File: src/rtl/adc_seq_pkg.sv
`timescale 1ns/1ps
package adc_seq_pkg;
  localparam int RES_W  = 12;
  localparam int LOW_W  = 8;
  localparam int WORD_W = 8;
  localparam int ADDR_W = 3;
  localparam int PD_W   = 2;

  localparam logic [RES_W-1:0]  ID_CODE = RES_W'(1) << (RES_W - 1);
  localparam logic [ADDR_W-1:0] ID_ADDR = '0;

  // command fields after the start bit, first received bit at the top
  typedef struct packed {
    logic [ADDR_W-1:0] addr;
    logic              low_res;
    logic              single;
    logic [PD_W-1:0]   pd;
  } cfg_t;

  // result word as it is shifted out, MSB first, zero padded
  function automatic logic [RES_W-1:0] shape_result(input cfg_t c,
                                                    input logic [RES_W-1:0] raw);
    if (c.addr == ID_ADDR && c.single) return ID_CODE;
    if (c.low_res) return {raw[RES_W-1 -: LOW_W], {(RES_W-LOW_W){1'b0}}};
    return raw;
  endfunction
endpackage

File: src/rtl/adc_seq_sync.sv
`timescale 1ns/1ps
module adc_seq_sync #(
  parameter int           W       = 3,
  parameter logic [W-1:0] RST_VAL = '0
) (
  input  logic         clk,
  input  logic         rst_n,
  input  logic [W-1:0] a,
  output logic [W-1:0] q
);
  for (genvar b = 0; b < W; b++) begin : g_bit
    logic s1, s2;
    always_ff @(posedge clk or negedge rst_n) begin
      if (!rst_n) begin
        s1 <= RST_VAL[b];
        s2 <= RST_VAL[b];
      end else begin
        s1 <= a[b];
        s2 <= s1;
      end
    end
    assign q[b] = s2;
  end
endmodule

File: src/rtl/adc_seq_ctrl.sv
`timescale 1ns/1ps
module adc_seq_ctrl
  import adc_seq_pkg::*;
#(
  parameter int CNT_W    = 5,
  parameter int ACQ_FALL = 5,
  parameter int ACQ_CYC  = 3
) (
  input  logic             clk,
  input  logic             rst_n,
  input  logic             dclk_s,
  input  logic             din_s,
  input  logic             cs_hi,
  input  logic [RES_W-1:0] conv_value,
  output cfg_t             cfg,
  output logic             sampling,
  output logic             busy,
  output logic             fall_ev,
  output logic             ev_out,
  output logic [RES_W-1:0] held
);
  localparam int HOLD_FALL = ACQ_FALL + ACQ_CYC;
  localparam int OUT_FALL  = HOLD_FALL + 1;
  localparam int NEXT_HI   = RES_W + ACQ_CYC + 1;
  localparam int NEXT_LO   = LOW_W + ACQ_CYC + 1;
  localparam logic [CNT_W-1:0] CNT_MAX = '1;

  logic             dclk_d;
  logic             active;
  logic [CNT_W-1:0] cnt;
  logic [WORD_W-3:0] word_sr;
  logic [WORD_W-2:0] next_word;
  logic rise_ev, hunting, ev_start, ev_bit, ev_word, fall_live, ev_acq, ev_hold;

  assign rise_ev   = dclk_s & ~dclk_d;
  assign fall_ev   = ~dclk_s & dclk_d;
  assign hunting   = !active ||
                     cnt >= (cfg.low_res ? CNT_W'(NEXT_LO - 1) : CNT_W'(NEXT_HI - 1));
  assign ev_start  = rise_ev & ~cs_hi & hunting & din_s;
  assign ev_bit    = rise_ev & ~cs_hi & active & ~ev_start & (cnt < CNT_W'(WORD_W));
  assign ev_word   = ev_bit & (cnt == CNT_W'(WORD_W - 1));
  assign next_word = {word_sr, din_s};
  assign fall_live = fall_ev & ~cs_hi & active;
  assign ev_acq    = fall_live & (cnt == CNT_W'(ACQ_FALL));
  assign ev_hold   = fall_live & (cnt == CNT_W'(HOLD_FALL));
  assign ev_out    = fall_live & (cnt == CNT_W'(OUT_FALL));

  always_ff @(posedge clk or negedge rst_n) begin
    if (!rst_n) begin
      dclk_d   <= 1'b0;
      active   <= 1'b0;
      cnt      <= '0;
      word_sr  <= '0;
      cfg      <= '0;
      sampling <= 1'b0;
      busy     <= 1'b0;
      held     <= '0;
    end else begin
      dclk_d <= dclk_s;
      if (cs_hi) begin
        active   <= 1'b0;
        cnt      <= '0;
        sampling <= 1'b0;
        busy     <= 1'b0;
      end else begin
        if (ev_start) begin
          active <= 1'b1;
          cnt    <= CNT_W'(1);
        end else if (rise_ev && active && cnt != CNT_MAX) begin
          cnt <= cnt + 1'b1;
        end
        if (ev_bit)  word_sr <= next_word[WORD_W-3:0];
        if (ev_word) cfg     <= cfg_t'(next_word);
        if (ev_acq)  sampling <= 1'b1;
        if (ev_hold) begin
          sampling <= 1'b0;
          busy     <= 1'b1;
          held     <= shape_result(cfg, conv_value);
        end
        if (ev_out) busy <= 1'b0;
      end
    end
  end

  // busy only starts as the sampling window closes
  p_busy_after_sampling_r4: assert property (@(posedge clk) disable iff (!rst_n)
    $rose(busy) |-> $past(sampling));
  // sampling and busy never overlap
  p_sample_busy_excl_r3: assert property (@(posedge clk) disable iff (!rst_n)
    !(sampling && busy));
  // command fields change only on a serial rising edge
  p_cfg_on_rise_r2: assert property (@(posedge clk) disable iff (!rst_n)
    !rise_ev |=> $stable(cfg));
  // deselect clears the conversion phases
  p_abort_r9: assert property (@(posedge clk) disable iff (!rst_n)
    cs_hi |=> (!busy && !sampling));
endmodule

File: src/rtl/adc_seq_shift.sv
`timescale 1ns/1ps
module adc_seq_shift
  import adc_seq_pkg::*;
(
  input  logic             clk,
  input  logic             rst_n,
  input  logic             abort,
  input  logic             load,
  input  logic             shift,
  input  logic [RES_W-1:0] load_value,
  output logic             dout
);
  logic [RES_W-1:0] shreg;

  always_ff @(posedge clk or negedge rst_n) begin
    if (!rst_n)     shreg <= '0;
    else if (abort) shreg <= '0;
    else if (load)  shreg <= load_value;
    else if (shift) shreg <= {shreg[RES_W-2:0], 1'b0};
  end

  assign dout = shreg[RES_W-1];

  // the output bit moves only on a falling edge, a load or an abort
  p_dout_quiet_r5: assert property (@(posedge clk) disable iff (!rst_n)
    !(abort || load || shift) |=> $stable(dout));
endmodule

File: src/rtl/adc_serial_seq.sv
`timescale 1ns/1ps
module adc_serial_seq #(
  parameter int CNT_W    = 5,
  parameter int ACQ_FALL = 5,
  parameter int ACQ_CYC  = 3
) (
  input  logic        clk,
  input  logic        rst_n,
  input  logic        dclk,
  input  logic        cs_n,
  input  logic        din,
  input  logic [11:0] conv_value,
  output logic        dout,
  output logic        dout_oe,
  output logic        busy,
  output logic        busy_oe,
  output logic        sampling,
  output logic [1:0]  pd_mode
);
  import adc_seq_pkg::*;

  logic [2:0]       pins_s;
  logic             cs_hi, dclk_s, din_s;
  logic             fall_ev, ev_out;
  logic [RES_W-1:0] held;
  cfg_t             cfg;

  adc_seq_sync #(.W(3), .RST_VAL(3'b100)) u_sync (
    .clk(clk), .rst_n(rst_n), .a({cs_n, dclk, din}), .q(pins_s));

  assign cs_hi  = pins_s[2];
  assign dclk_s = pins_s[1];
  assign din_s  = pins_s[0];

  adc_seq_ctrl #(.CNT_W(CNT_W), .ACQ_FALL(ACQ_FALL), .ACQ_CYC(ACQ_CYC)) u_ctrl (
    .clk(clk), .rst_n(rst_n), .dclk_s(dclk_s), .din_s(din_s), .cs_hi(cs_hi),
    .conv_value(conv_value), .cfg(cfg), .sampling(sampling), .busy(busy),
    .fall_ev(fall_ev), .ev_out(ev_out), .held(held));

  adc_seq_shift u_shift (
    .clk(clk), .rst_n(rst_n), .abort(cs_hi), .load(ev_out), .shift(fall_ev),
    .load_value(held), .dout(dout));

  assign dout_oe = ~cs_hi;
  assign busy_oe = ~cs_hi;
  assign pd_mode = cfg.pd;
endmodule

File: config.mk
export PLATFORM = sky130hd
export DESIGN_NAME = adc_serial_seq
export DESIGN_NICKNAME = d
export VERILOG_FILES = /design/src/rtl/adc_seq_pkg.sv /design/src/rtl/adc_seq_sync.sv /design/src/rtl/adc_seq_ctrl.sv /design/src/rtl/adc_seq_shift.sv /design/src/rtl/adc_serial_seq.sv
export SDC_FILE = /design/constraint.sdc
export NUM_CORES = 1
export LEC_CHECK = 0
export BUFFER_PORTS_ARGS = -buffer_cell sky130_fd_sc_hd__buf_2
export CORE_ASPECT_RATIO = 1.1
export CORE_MARGIN = 1
export CORE_UTILIZATION = 59
export CTS_BUF_LIST = sky130_fd_sc_hd__clkbuf_4 sky130_fd_sc_hd__clkbuf_8 sky130_fd_sc_hd__clkbuf_16
export DETAILED_ROUTE_END_ITERATION = 12
export PLACE_DENSITY = 0.84
export SLEW_MARGIN = 20
export SYNTH_ARGS = -nofsm -noshare
export SYNTH_HDL_FRONTEND = slang
export SYNTH_SLANG_ARGS = --single-unit
File: constraint.sdc
create_clock -name clk -period 2.6 [get_ports clk]
set_input_delay 0.13 -clock clk [delete_from_list [all_inputs] [get_ports clk]]
set_output_delay 0.13 -clock clk [all_outputs]
set_load 0.01 [all_outputs]
==> results of run 1 <==
-- synthesized netlist by cell type, drive strengths merged --
master / number / area, um^2
nand2: 49 / 186
inv: 3 / 11.3
a31oi: 1 / 6.26
nand2b: 1 / 6.26
nor3: 1 / 5.00
and3: 2 / 12.5
nor3b: 1 / 18.8
o21ai: 15 / 75.1
and3b: 1 / 8.76
a22oi: 1 / 7.51
nand3: 12 / 115
xor2: 2 / 17.5
nor2: 10 / 53.8
mux2i: 1 / 10.0
ha: 5 / 62.6
nor4bb: 1 / 10.0
o21a: 1 / 7.51
a21o: 11 / 82.6
o211a: 1 / 10.0
or4b: 1 / 10.0
a21oi: 13 / 103
a211oi: 1 / 7.51
dfrtp: 50 / 1250
clkbuf: 1 / 3.75
nor2b: 4 / 25.0
nor4b: 2 / 23.8
buf: 14 / 105
dfstp: 2 / 52.6
mux2: 13 / 173
xnor2: 1 / 8.76
and4bb: 1 / 12.5
nand4: 1 / 6.26
-- metrics by stage --
stage / hold slack (ps) / util [%]
6_report: 44.9 / 68.7
3_3_place_gp: 235 / 65.1
4_1_cts: 41.6 / 68.7
2_1_floorplan: -166 / -
5_1_grt: 49.2 / 68.7
3_5_place_dp: 239 / 65.1
-- report_power, final --
part / leakage, nW / switching, mW / total (mW) / internal, mW
clock network: 0.0549 / 0.244 / 0.498 / 0.254
registers: 0.643 / 0.0124 / 0.835 / 0.822
logic: 0.604 / 0.0496 / 0.0821 / 0.0325
total: 1.30 / 0.306 / 1.41 / 1.11
-- final cells by class --
class                      count  area [um^2]
timing repair buffer          32          193
clock buffer                   8          104
sequential                    52         1300
tap                           52         65.1
fill                         291         1250
inverter                       3         11.3
multi-input combinational    153         1070
-- worst min-delay path by stage --
stage,start,end,slack (ps),cells after the start
floorplan,rst_n,u_ctrl.active$_DFFE_PN0P_,-170,0
global placement,cs_n,u_sync.g_bit[2].s1$_DFF_PN1_,230,1
detailed placement,dclk,u_sync.g_bit[1].s1$_DFF_PN0_,240,1
CTS,conv_value[10],u_ctrl.held[10]$_DFFE_PN0P_,40,3
global route,conv_value[10],u_ctrl.held[10]$_DFFE_PN0P_,50,3
finish,conv_value[10],u_ctrl.held[10]$_DFFE_PN0P_,40,3
-- kinds of logic (layout without fill, tap and decap cells) --
group / count (synthesis) / after routing / share of synthesized area (%)
AND/OR/NAND/NOR: 87 / 87 / 19.9
flip-flops: 52 / 52 / 52.4
AO/OA/AOI/OAI: 44 / 44 / 12.0
buffers and inverters: 18 / 43 / 4.83
multiplexers: 14 / 14 / 7.34
adder cells (fa/ha/maj): 5 / 5 / 2.51
XOR/XNOR: 3 / 3 / 1.06
-- flip-flops by register name (all words and copies together) (netlist names), 3 cells and up --
register / count
u_ctrl.cfg: 7
u_ctrl.word_sr: 6
u_shift.shreg: 12
u_ctrl.cnt: 5
u_ctrl.held: 12
u_sync.g_bit.s2: 3
u_sync.g_bit.s1: 3
-- worst reg2reg max path: stages (launching register included) --
cell and delay [ps]:
dfrtp_1 470, and4bb_1 320, and3_1 850, nand3_2 140
a21oi_1 190
-- routing by layer --
layer,up-vias,track usage (%),routed length (um)
li1,802,-,-
met3,8,4.58,130
met2,25,37.8,2270
met1,797,27.9,1840
met5,-,0,0
met4,0,9.60,79
==> metrics list, run 1 <==
* Startpoint type of the worst setup path: register
- Via count of the first global-routing pass: 1666
* Fin cells: 300
* DRC violations left: 0
- Sinks on the clock net: 52
- At the worst endpoint, the arrival time is 2260 ps.
- Total global routing overflow: 0
* Synth Instances: 223
- CTS-repair resized insts: 0
* Aggregate global-route resource usage: 22.5%
- Clock tree buffer depth: 2
- Across all register-to-register paths, the minimum setup slack is 560 ps.
- The slowest stage of the critical path is the and3_1 cell.
- When the netlist entered floorplanning its net count stood at 245.
* Final routed wirelength across all metal layers: 4320 um
* Buf/Inv on CP: 0
- Overall die height: 70.1 um
* TritonCTS clock tree: done
- Placed insts: 288
- Power Dens Cells: 516 nW/um^2
- Counting the buffers created by CTS gives 5.
* Fraction of the cycle the final worst path needs: 78.5%
- For this run, the detailed router's first-pass iteration total came to 4.
- In this run the number of cells on the critical path is 4.
- After clock tree synthesis, the setup repair step added 0 buffers.
- Worst Hold Class: input pin to register
- Share of layout cells above drive strength 1: 31.0%
- Cell at the root of the clock tree: clkbuf_8
- Synthesis-to-finish area growth: 10.3%
* H-tree lvl count: 2
* Antenna violations before repair: 0
- Detailed placement ended at an HPWL of 2960 um.
- In this run the core area contains 24 standard-cell rows.
* Launching point of the worst reg2reg path: u_ctrl.cnt[2]$_DFFE_PN0P_
- After clock tree synthesis, the flow added hold-fix buffers numbering 4.
- Top cell family by delay on the critical path: simple AND/OR/NAND/NOR gates
* CP endpoint kind: register
- Unique cell type count in the Yosys netlist: 43
- Maximum ir drop on the vdd rail: 373 uV
* Cell breakdown of the critical path: and4bb_1 > and3_1 > nand3_2 > a21oi_1
* Critical setup path kind: register to register
- Inserted Diodes: 0
* Via density: 5.44
* Sequential area share after synthesis: 52.4%
- Data on the critical path is required at its endpoint by 2820 ps.
- Effective utilization at floorplan: 62.3%
- Worst R2R End: u_shift.shreg[3]$_DFFE_PN0P_
- The critical path starts at u_ctrl.cnt[2]$_DFFE_PN0P_.
- The top cell types in the final layout, fill and taps aside, are 50 x dfrtp_1, 48 x nand2_1, 23 x buf_2, 11 x a21o_1, 11 x nand3_2.
* Number of endpoints with negative hold slack in the final report: 0
- The worst path in the final design needs a cycle of 2040 ps, including I/O delays and setup.
- The final number of max-transition violations came to 0.
- Warnings from Yosys: 0
- The run finished with clean final reports.
* Maximum number of pins on one net before global-route repair: 53
- Once routing completed, OpenROAD measured the worst setup slack at 559 ps.
* Worst setup path end: u_shift.shreg[3]$_DFFE_PN0P_
* Summed instance area of the synthesized netlist: 2490 um^2
- Dividing the detail-routed wire length by the instance count gives 14.4 um.
- The clock arrives with 14.4 ps of skew.
- Clock-pin slew was measured on the worst setup and hold paths at 100 ps.
* Fmax achieved: 490 MHz
* Worst Path Max Fanout: 24
- Relative slew margins: 31.4%
- Summing all placed instances gives a cell area of 2600 um^2.
* Placement-stage worst setup slack: 558 ps
- The congestion estimate from routability-driven global placement came to 0.806.
* Floorplan core area: 3990 um^2
- Total power for the finished layout comes to 1.41 mW.
- Setup repair after global routing left no endpoint under its margin.
- Leaving out fill and tap cells, the most frequent cell in the layout is dfrtp_1.
* Clock latency on the worst-skew pair: 310 ps
* Wire length of the first global-routing pass: 7750 um
- Pin placement for this block handled 24 I/O pins.
- Final std cell area, no fill: 2740 um^2
* Vias post-DR: 1632
- Static leakage: 1.30 nW
- Worst reg2reg path depth: 4
* Worst Max-Slew Pin Slew: 1030 ps
- In this run the remaining antenna-violating nets after routing total 0.
- After synthesis the netlist holds a flip-flop and latch count of 52.
- Total negative slack: 0 ps
* Die area: 4480 um^2
* Mean Syn Cell Area: 11.2 um^2
- Detailed Route Iter0 Violations: 96
- Die Width: 63.9 um
- The tool flagged a number of max-cap violations equal to 0.
- On the worst path, the slowest cell contributes a delay of 850 ps.
- Port buffering added 23 buffers.
- Setup violations remaining at the end of the flow were counted as 0.
- After the last flow step, the layout net total stands at 269.
Note: power is estimated with default switching activity, not from simulation.
==> run 2: changes to the inputs <==
Settings changed: CORE_UTILIZATION 59 to 58, PLACE_DENSITY 0.84 to 0.82.
Clock period 2.6 ns to 1.9 ns, I/O delays scaled along.
==> metrics list, run 2 (synthesis gave the netlist of run 1 again) <==
* Cell at the root of the clock tree: clkbuf_8
* TritonCTS clock tree: done
- Final Max Tran Viols: 0 (unchanged)
- Worst Path Max Fanout: 3 (-88%)
- The placement-stage worst setup slack is 14.2 ps (-544 ps).
- Detailed-router iteration count before antenna repair: 4 (unchanged)
- The global placer's final weighted congestion is 0.900 (+12%).
* Vias post-DR: 1638 (+0.37%)
- The count of endpoints failing hold in the final timing report is 0 (unchanged).
- Power Dens Cells: 721 nW/um^2 (+40%)
- Number of nets with antenna violations after routing: 0 (unchanged)
- Clock Skew: 9.03 ps (-5.38 ps)
- Relative to the synthesized area, the layout overhead comes to 15.7%.
- Most common library cell in the layout ignoring fill and taps: dfrtp_1
- Aggregate global-route resource usage: 21.7% (-0.80 points)
- Final setup violation count: 0 (unchanged)
- In the final layout, the registers with the most flip-flops are u_ctrl.held x12, u_shift.shreg x12, u_ctrl.cfg x7.
- Detailed placer's ending HPWL: 2870 um (-2.9%)
* Overall die height: 70.7 um (+0.83%)
- Clock transition at path regs: 90 ps (about the same)
* H-tree lvl count: 2 (unchanged)
* Maximum number of pins on one net before global-route repair: 53 (unchanged)
* IO Pins: 24 (unchanged)
* Placed Instance Area: 2660 um^2 (+2.4%)
- Critical setup path kind: register to register
- Min Tclk post-route: 1820 ps (-217 ps)
- Placed insts: 293 (+1.7%)
- The total design power came to 2.07 mW (+47%).
- The worst relative slew slack was 66.2% (+35 points).
- The final worst-path cycle share came to 96.0% (+17 points).
* Data required, critical path: 2130 ps (-690 ps)
- The final instance count without filler cells was 307 (+2.3%).
- The starting utilization of the core area is 61.8% (-0.47 points).
- Wire length of the first global-routing pass: 7410 um (-4.4%)
- Detailed Route Iter0 Violations: 91 (-5.2%)
- The minimum setup slack in the final design is 76.5 ps (-483 ps).
- The via density per instance came to 5.34 (-1.9%).
- The count of inserted antenna diode cells is 0 (unchanged).
- The number of max-cap violations was 0 (unchanged).
- STA classifies the critical path endpoint as a register.
- The initial antenna violation count was 0 (unchanged).
* Sinks on the clock net: 52 (unchanged)
- The leakage power of the design came to 1.35 nW (+3.7%).
* Die area: 4560 um^2 (+1.7%)
- The sum of routed wire length over all layers was 4370 um (+1.1%).
* Critical path data arrival time: 2050 ps (-210 ps)
- Worst Hold Class: input pin to register
- Maximum ir drop on the vdd rail: 575 uV (+54%)
- Startpoint type of the worst setup path: register
- The aggregate global routing overflow is 0 (unchanged).
* Total number of placement rows: 24 (unchanged)
- The post-detailed-route DRC marker count is 0 (unchanged).
- The flow ran to the end, and the final reports show no timing, DRC or antenna violations.
- The final sum of negative setup slack was 0 ps (unchanged).
* Final std cell area, no fill: 2880 um^2 (+4.9%)
- Via count of the first global-routing pass: 1586 (-4.8%)
* Port buffer count: 23 (unchanged)
- Fill count: 297 (+2.1%)
* Worst Max-Slew Pin Slew: 507 ps (-523 ps)
- The number of nets at the end of the flow is 276 (+2.6%).
- Die Width: 64.5 um (+0.83%)
* Number of buffers added by the clock tree synthesis step: 5 (unchanged)
- Floorplan core area: 4020 um^2 (+0.75%)
- Share of layout cells above drive strength 1: 34.5% (+3.5 points)
- The later-pin clock latency in the skew report was 300 ps (about the same).
- Clock tree buffer depth: 2 (unchanged)
- In the layout the commonest cells are 50 x dfrtp_1, 48 x nand2_1, 23 x buf_2, 11 x a21o_1, 11 x nand3_2.
- Avg WL per Cell: 14.2 um (-1.2%)
- The fmax was 548 MHz (+12%).
[run 2: cell count changes in the layout (fill, tap and decap cells not counted)]
cell | before | now
ha_2 | 0 | 1
ha_1 | 5 | 3
nor4bb_4 | 0 | 1
nor4bb_1 | 1 | 0
and3_4 | 0 | 1
bufinv_16 | 0 | 1
clkbuf_4 | 1 | 0
buf_12 | 0 | 2
and3_1 | 2 | 1
buf_4 | 5 | 10
ha_4 | 0 | 1
[run 2: cell type report]
class,instances,area (um^2),share of cell area (%)
Sequential cell,52,1300,45.3
Clock inverter,1,30.0,1.04
Timing Repair Buffer,39,270,9.39
Multi-Input combinational cell,153,1100,38.3
Clock buffer,7,96.3,3.35
Tap cell,52,65.1,2.26
Inverter,3,11.3,0.391
[run 2: critical path: stages, from the launching register on]
cell      delay (ps)
dfrtp_1          410
ha_2             200
and3_4           150
ha_4             160
nor4bb_4         310
buf_4            160
nand4_1           80
xor2_1           160
nor2_1           120
[run 2: metrics by stage]
| step | utilization, % | hold slack [ps] |
|---|---|---|
| 3_3_place_gp | 66.2 | 103 |
| 6_report | 71.5 | 11.1 |
| 2_1_floorplan | - | -201 |
| 4_1_cts | 70.5 | 7.20 |
| 5_1_grt | 71.5 | 5.54 |
| 3_5_place_dp | 66.2 | 106 |
[run 2: what timing repair did]
item	4_1_cts	5_1_grt
hold endpoints to repair	53	0
setup endpoints to repair	1	3
gates resized for setup	1	5
pin swaps	0	4
hold buffers	4	0
buffers inserted	0	2
[run 2: power by group]
group          total (mW)  switching (mW)  internal, mW
combinational       0.121          0.0698        0.0512
sequential           1.14          0.0160          1.13
clock               0.812           0.348         0.465
total                2.07           0.433          1.64
[run 2: path summary, 6_finish.rpt]
path / slack (ps) / endpoint / from / depth (start not counted)
setup / recovery: 80 / u_ctrl.cnt[3]$_DFFE_PN0P_ / u_ctrl.cnt[1]$_DFFE_PN0P_ / 8
hold / removal: 10 / u_ctrl.held[9]$_DFFE_PN0P_ / conv_value[9] / 3
setup reg to reg: 80 / u_ctrl.cnt[3]$_DFFE_PN0P_ / u_ctrl.cnt[1]$_DFFE_PN0P_ / 8
hold reg to reg: 360 / u_sync.g_bit[1].s2$_DFF_PN0_ / u_sync.g_bit[1].s1$_DFF_PN0_ / 0
max in group asynchronous: 1310 / u_sync.g_bit[2].s1$_DFF_PN1_ / rst_n / 3
min in group asynchronous: 290 / u_shift.shreg[11]$_DFFE_PN0P_ / rst_n / 3
[run 2: routing by layer]
layer / part of all wire [%] / wire [um] / track usage, %
met4: 2.0 / 86 / 7.90
met2: 50 / 2200 / 33.6
met5: 0 / 0 / 0
met3: 3.6 / 157 / 5.97
met1: 44 / 1930 / 29.4
==> run 3: changes to the inputs <==
Settings changed: GPL_TIMING_DRIVEN set to 0.
==> metrics list, run 3 (synthesis gave the netlist of run 1 again) <==
- The power share of the clock group was 38.4% (-0.8 points).
- Maximum number of pins on one net before global-route repair: 53 (unchanged)
- Worst R2R End: u_ctrl.cnt[3]$_DFFE_PN0P_
- Worst-case hold slack: 5.11 ps (-5.97 ps)
- Vias post-DR: 1711 (+4.5%)
* Largest registers ranked by flip-flop count: u_ctrl.held x12, u_shift.shreg x12, u_ctrl.cfg x7
- In this run the critical register-to-register path is launched from u_ctrl.cnt[1]$_DFFE_PN0P_.
* Die Width: 64.5 um (unchanged)
- The number of levels in the clock H-tree came to 2 (unchanged).
* Clock transition at path regs: 90 ps (about the same)
- The count of inserted antenna diode cells was 0 (unchanged).
* Wire length of the first global-routing pass: 7850 um (+6.0%)
- The total number of placement rows was 24 (unchanged).
* Static leakage: 1.36 nW (+1.0%)
* IO Pins: 24 (unchanged)
- The worst clock skew is 8.87 ps (-0.158 ps).
- Data required, critical path: 2130 ps (about the same)
* Worst Hold Class: input pin to register
- The worst setup path is of the register to register kind.
- In this design, the largest share of critical-path delay is due to simple AND/OR/NAND/NOR gates.
- Synthesis-to-finish area growth: 16.6%
- The final critical path time including I/O delays and setup was 1810 ps (-9.66 ps).
* Critical path origin: u_ctrl.cnt[1]$_DFFE_PN0P_
- Number of nets with antenna violations after routing: 0 (unchanged)
- The critical path depth in cells was 8 (unchanged).
* Final Max Tran Viols: 0 (unchanged)
* Startpoint type of the worst setup path: register
* Sinks on the clock net: 52 (unchanged)
- The starting utilization of the core area came to 61.8% (unchanged).
- Part of the total power dissipated in combinational logic: 5.9% (about the same)
- Power Dens Cells: 707 nW/um^2 (-1.9%)
* Multi-input gate area: 1100 um^2 (-0.11%)
* Final weighted congestion in routability-driven placement: 0.826 (-8.2%)
- Aggregate global-route resource usage: 22.5% (+0.85 points)
* Placement-stage worst setup slack: -3.73 ps (-18.0 ps)
* Outcome: completed
* Buf/Inv on CP: 1 (unchanged)
* Fin cells: 314 (+2.3%)
- Net Switching: 0.447 mW (+3.0%)
- The worst relative slew slack came to 56.5% (-9.7 points).
- Maximum single-stage delay on the critical path: 430 ps (+20 ps)
* Fmax achieved: 551 MHz (+0.53%)
- Worst Path Max Fanout: 6 (+3)
- Clock latency on the worst-skew pair: 300 ps (about the same)
- The final worst-path cycle share came to 95.5% (-0.51 points).
- In the layout the commonest cells are 50 x dfrtp_1, 48 x nand2_1, 27 x buf_2, 11 x a21o_1, 11 x nand3_2.
- Total global routing overflow: 0 (unchanged)
- The number of nets at the end of the flow came to 283 (+2.5%).
- Detailed placer's ending HPWL: 3190 um (+11%)
- The area of the core was 4020 um^2 (unchanged).
* Final std cell area, no fill: 2900 um^2 (+0.78%)
- Worst Max-Slew Pin Slew: 653 ps (+146 ps)
* Avg WL per Cell: 14.5 um (+2.2%)
- Via count of the first global-routing pass: 1757 (+11%)
- Final setup violation count: 0 (unchanged)
- Final core utilization: 72.1% (+0.56 points)
- Max-cap violation count: 0 (unchanged)
* Placed insts: 298 (+1.7%)
- The fraction of final layout cells sized beyond drive strength 1 is 35.1% (+0.60 points).
* CP endpoint kind: register
- Placed Instance Area: 2670 um^2 (+0.24%)
* Setup ws final: 86.2 ps (+9.66 ps)
- Worst reg2reg path depth: 8 (unchanged)
- Cell breakdown of the critical path: ha_4 > and3_4 > ha_4 > nor4bb_2 > buf_4 > nand4_1 > xor2_1 > nor2_1
- The proportion of total power due to net switching came to 21.8% (+0.87 points).
- The cell sitting at the root of the clock tree is a clkbuf_8.
- The count of buffers inserted at the top-level ports is 23 (unchanged).
- The via density per instance came to 5.45 (+2.1%).
- Leaving out fill and tap cells, the most frequent cell in the layout is dfrtp_1.
* Proportion of power drawn by flip-flops and latches: 55.6% (+0.6 points)
- The final sum of negative setup slack is 0 ps (unchanged).
* Worst setup path end: u_ctrl.cnt[3]$_DFFE_PN0P_
- Detailed Route Iter0 Violations: 52 (-43%)
- TritonCTS clock tree: done
- Overall die height: 70.7 um (unchanged)
* Clock tree buffer depth: 2 (unchanged)
- The final-layout fill cell count came to 304 (+2.4%).
- Detailed-router iteration count before antenna repair: 4 (unchanged)
* Final routed wirelength across all metal layers: 4570 um (+4.6%)
- The total design power is 2.05 mW (-1.1%).
- Internal power: 1.61 mW (-2.2%)
- Slowest cell on the critical path: dfrtp_1
- The die area is 4560 um^2 (unchanged).
- Number of buffers added by the clock tree synthesis step: 5 (unchanged)
- Storage cell area: 1300 um^2 (unchanged)
- Maximum ir drop on the vdd rail: 626 uV (+8.9%)
- Number of endpoints with negative hold slack in the final report: 0 (unchanged)
* Antenna violations before repair: 0 (unchanged)
- The data arrival time of the worst path was 2040 ps (about the same).
* Crit-path most repeated cell: ha_4
- DRC violations left: 0 (unchanged)
- Register-to-register setup slack: 90 ps (about the same)
==> run 3: how the worst min path moves through the flow <==
stage               depth (start not counted)            from  slack [ps]                            to
floorplan                                   0           rst_n        -200     u_ctrl.active$_DFFE_PN0P_
CTS                                         3  conv_value[10]           7   u_ctrl.held[10]$_DFFE_PN0P_
finish                                      3  conv_value[10]           5   u_ctrl.held[10]$_DFFE_PN0P_
global placement                            1            cs_n         200  u_sync.g_bit[2].s1$_DFF_PN1_
detailed placement                          1            cs_n         200  u_sync.g_bit[2].s1$_DFF_PN1_
global route                                3   conv_value[8]           7    u_ctrl.held[8]$_DFFE_PN0P_
==> run 3: final cells by class <==
cell class              instances  area share, %
well taps                      52           2.24
multi-input cells             153           37.9
repair buffers                 31           6.47
plain buffers                  15           3.84
inverters                       3          0.388
clock buffers                   6           2.85
clock inverters                 2           1.34
flip-flops and latches         52           44.9
==> run 3: routing by layer <==
| layer | vias to the layer above | wire length (um) | global-route usage, % |
|---|---|---|---|
| met5 | - | 0 | 0 |
| met4 | 0 | 51 | 7.41 |
| met3 | 7 | 111 | 3.55 |
| met2 | 22 | 2480 | 40.1 |
| met1 | 853 | 1920 | 27.9 |
| li1 | 829 | - | - |
==> run 3: worst reg2reg max path, cell delays in order, from the launching register on <==
cell	delay [ps]
dfrtp_1	430
ha_4	190
and3_4	150
ha_4	150
nor4bb_2	270
buf_4	190
nand4_1	100
xor2_1	160
nor2_1	110
==> run 3: power groups by stage <==
stage	sequential, mW	clock [mW]	combinational, mW
after CTS	1.14	0.800	0.120
after global routing	1.14	0.850	0.135
after detailed placement	1.16	0	0.111
final	1.14	0.789	0.122
after global placement	1.16	0	0.108
after floorplan	1.16	0	0.0580
==> run 3: timing repair <==
item                                    in CTS  in global routing
hold buffers                                 3                  1
endpoints found under the hold margin        3                 50
pin swaps                                    0                  4
endpoints found under the setup margin       1                  5
gates resized for setup                      0                  7
setup buffers                                2                  2
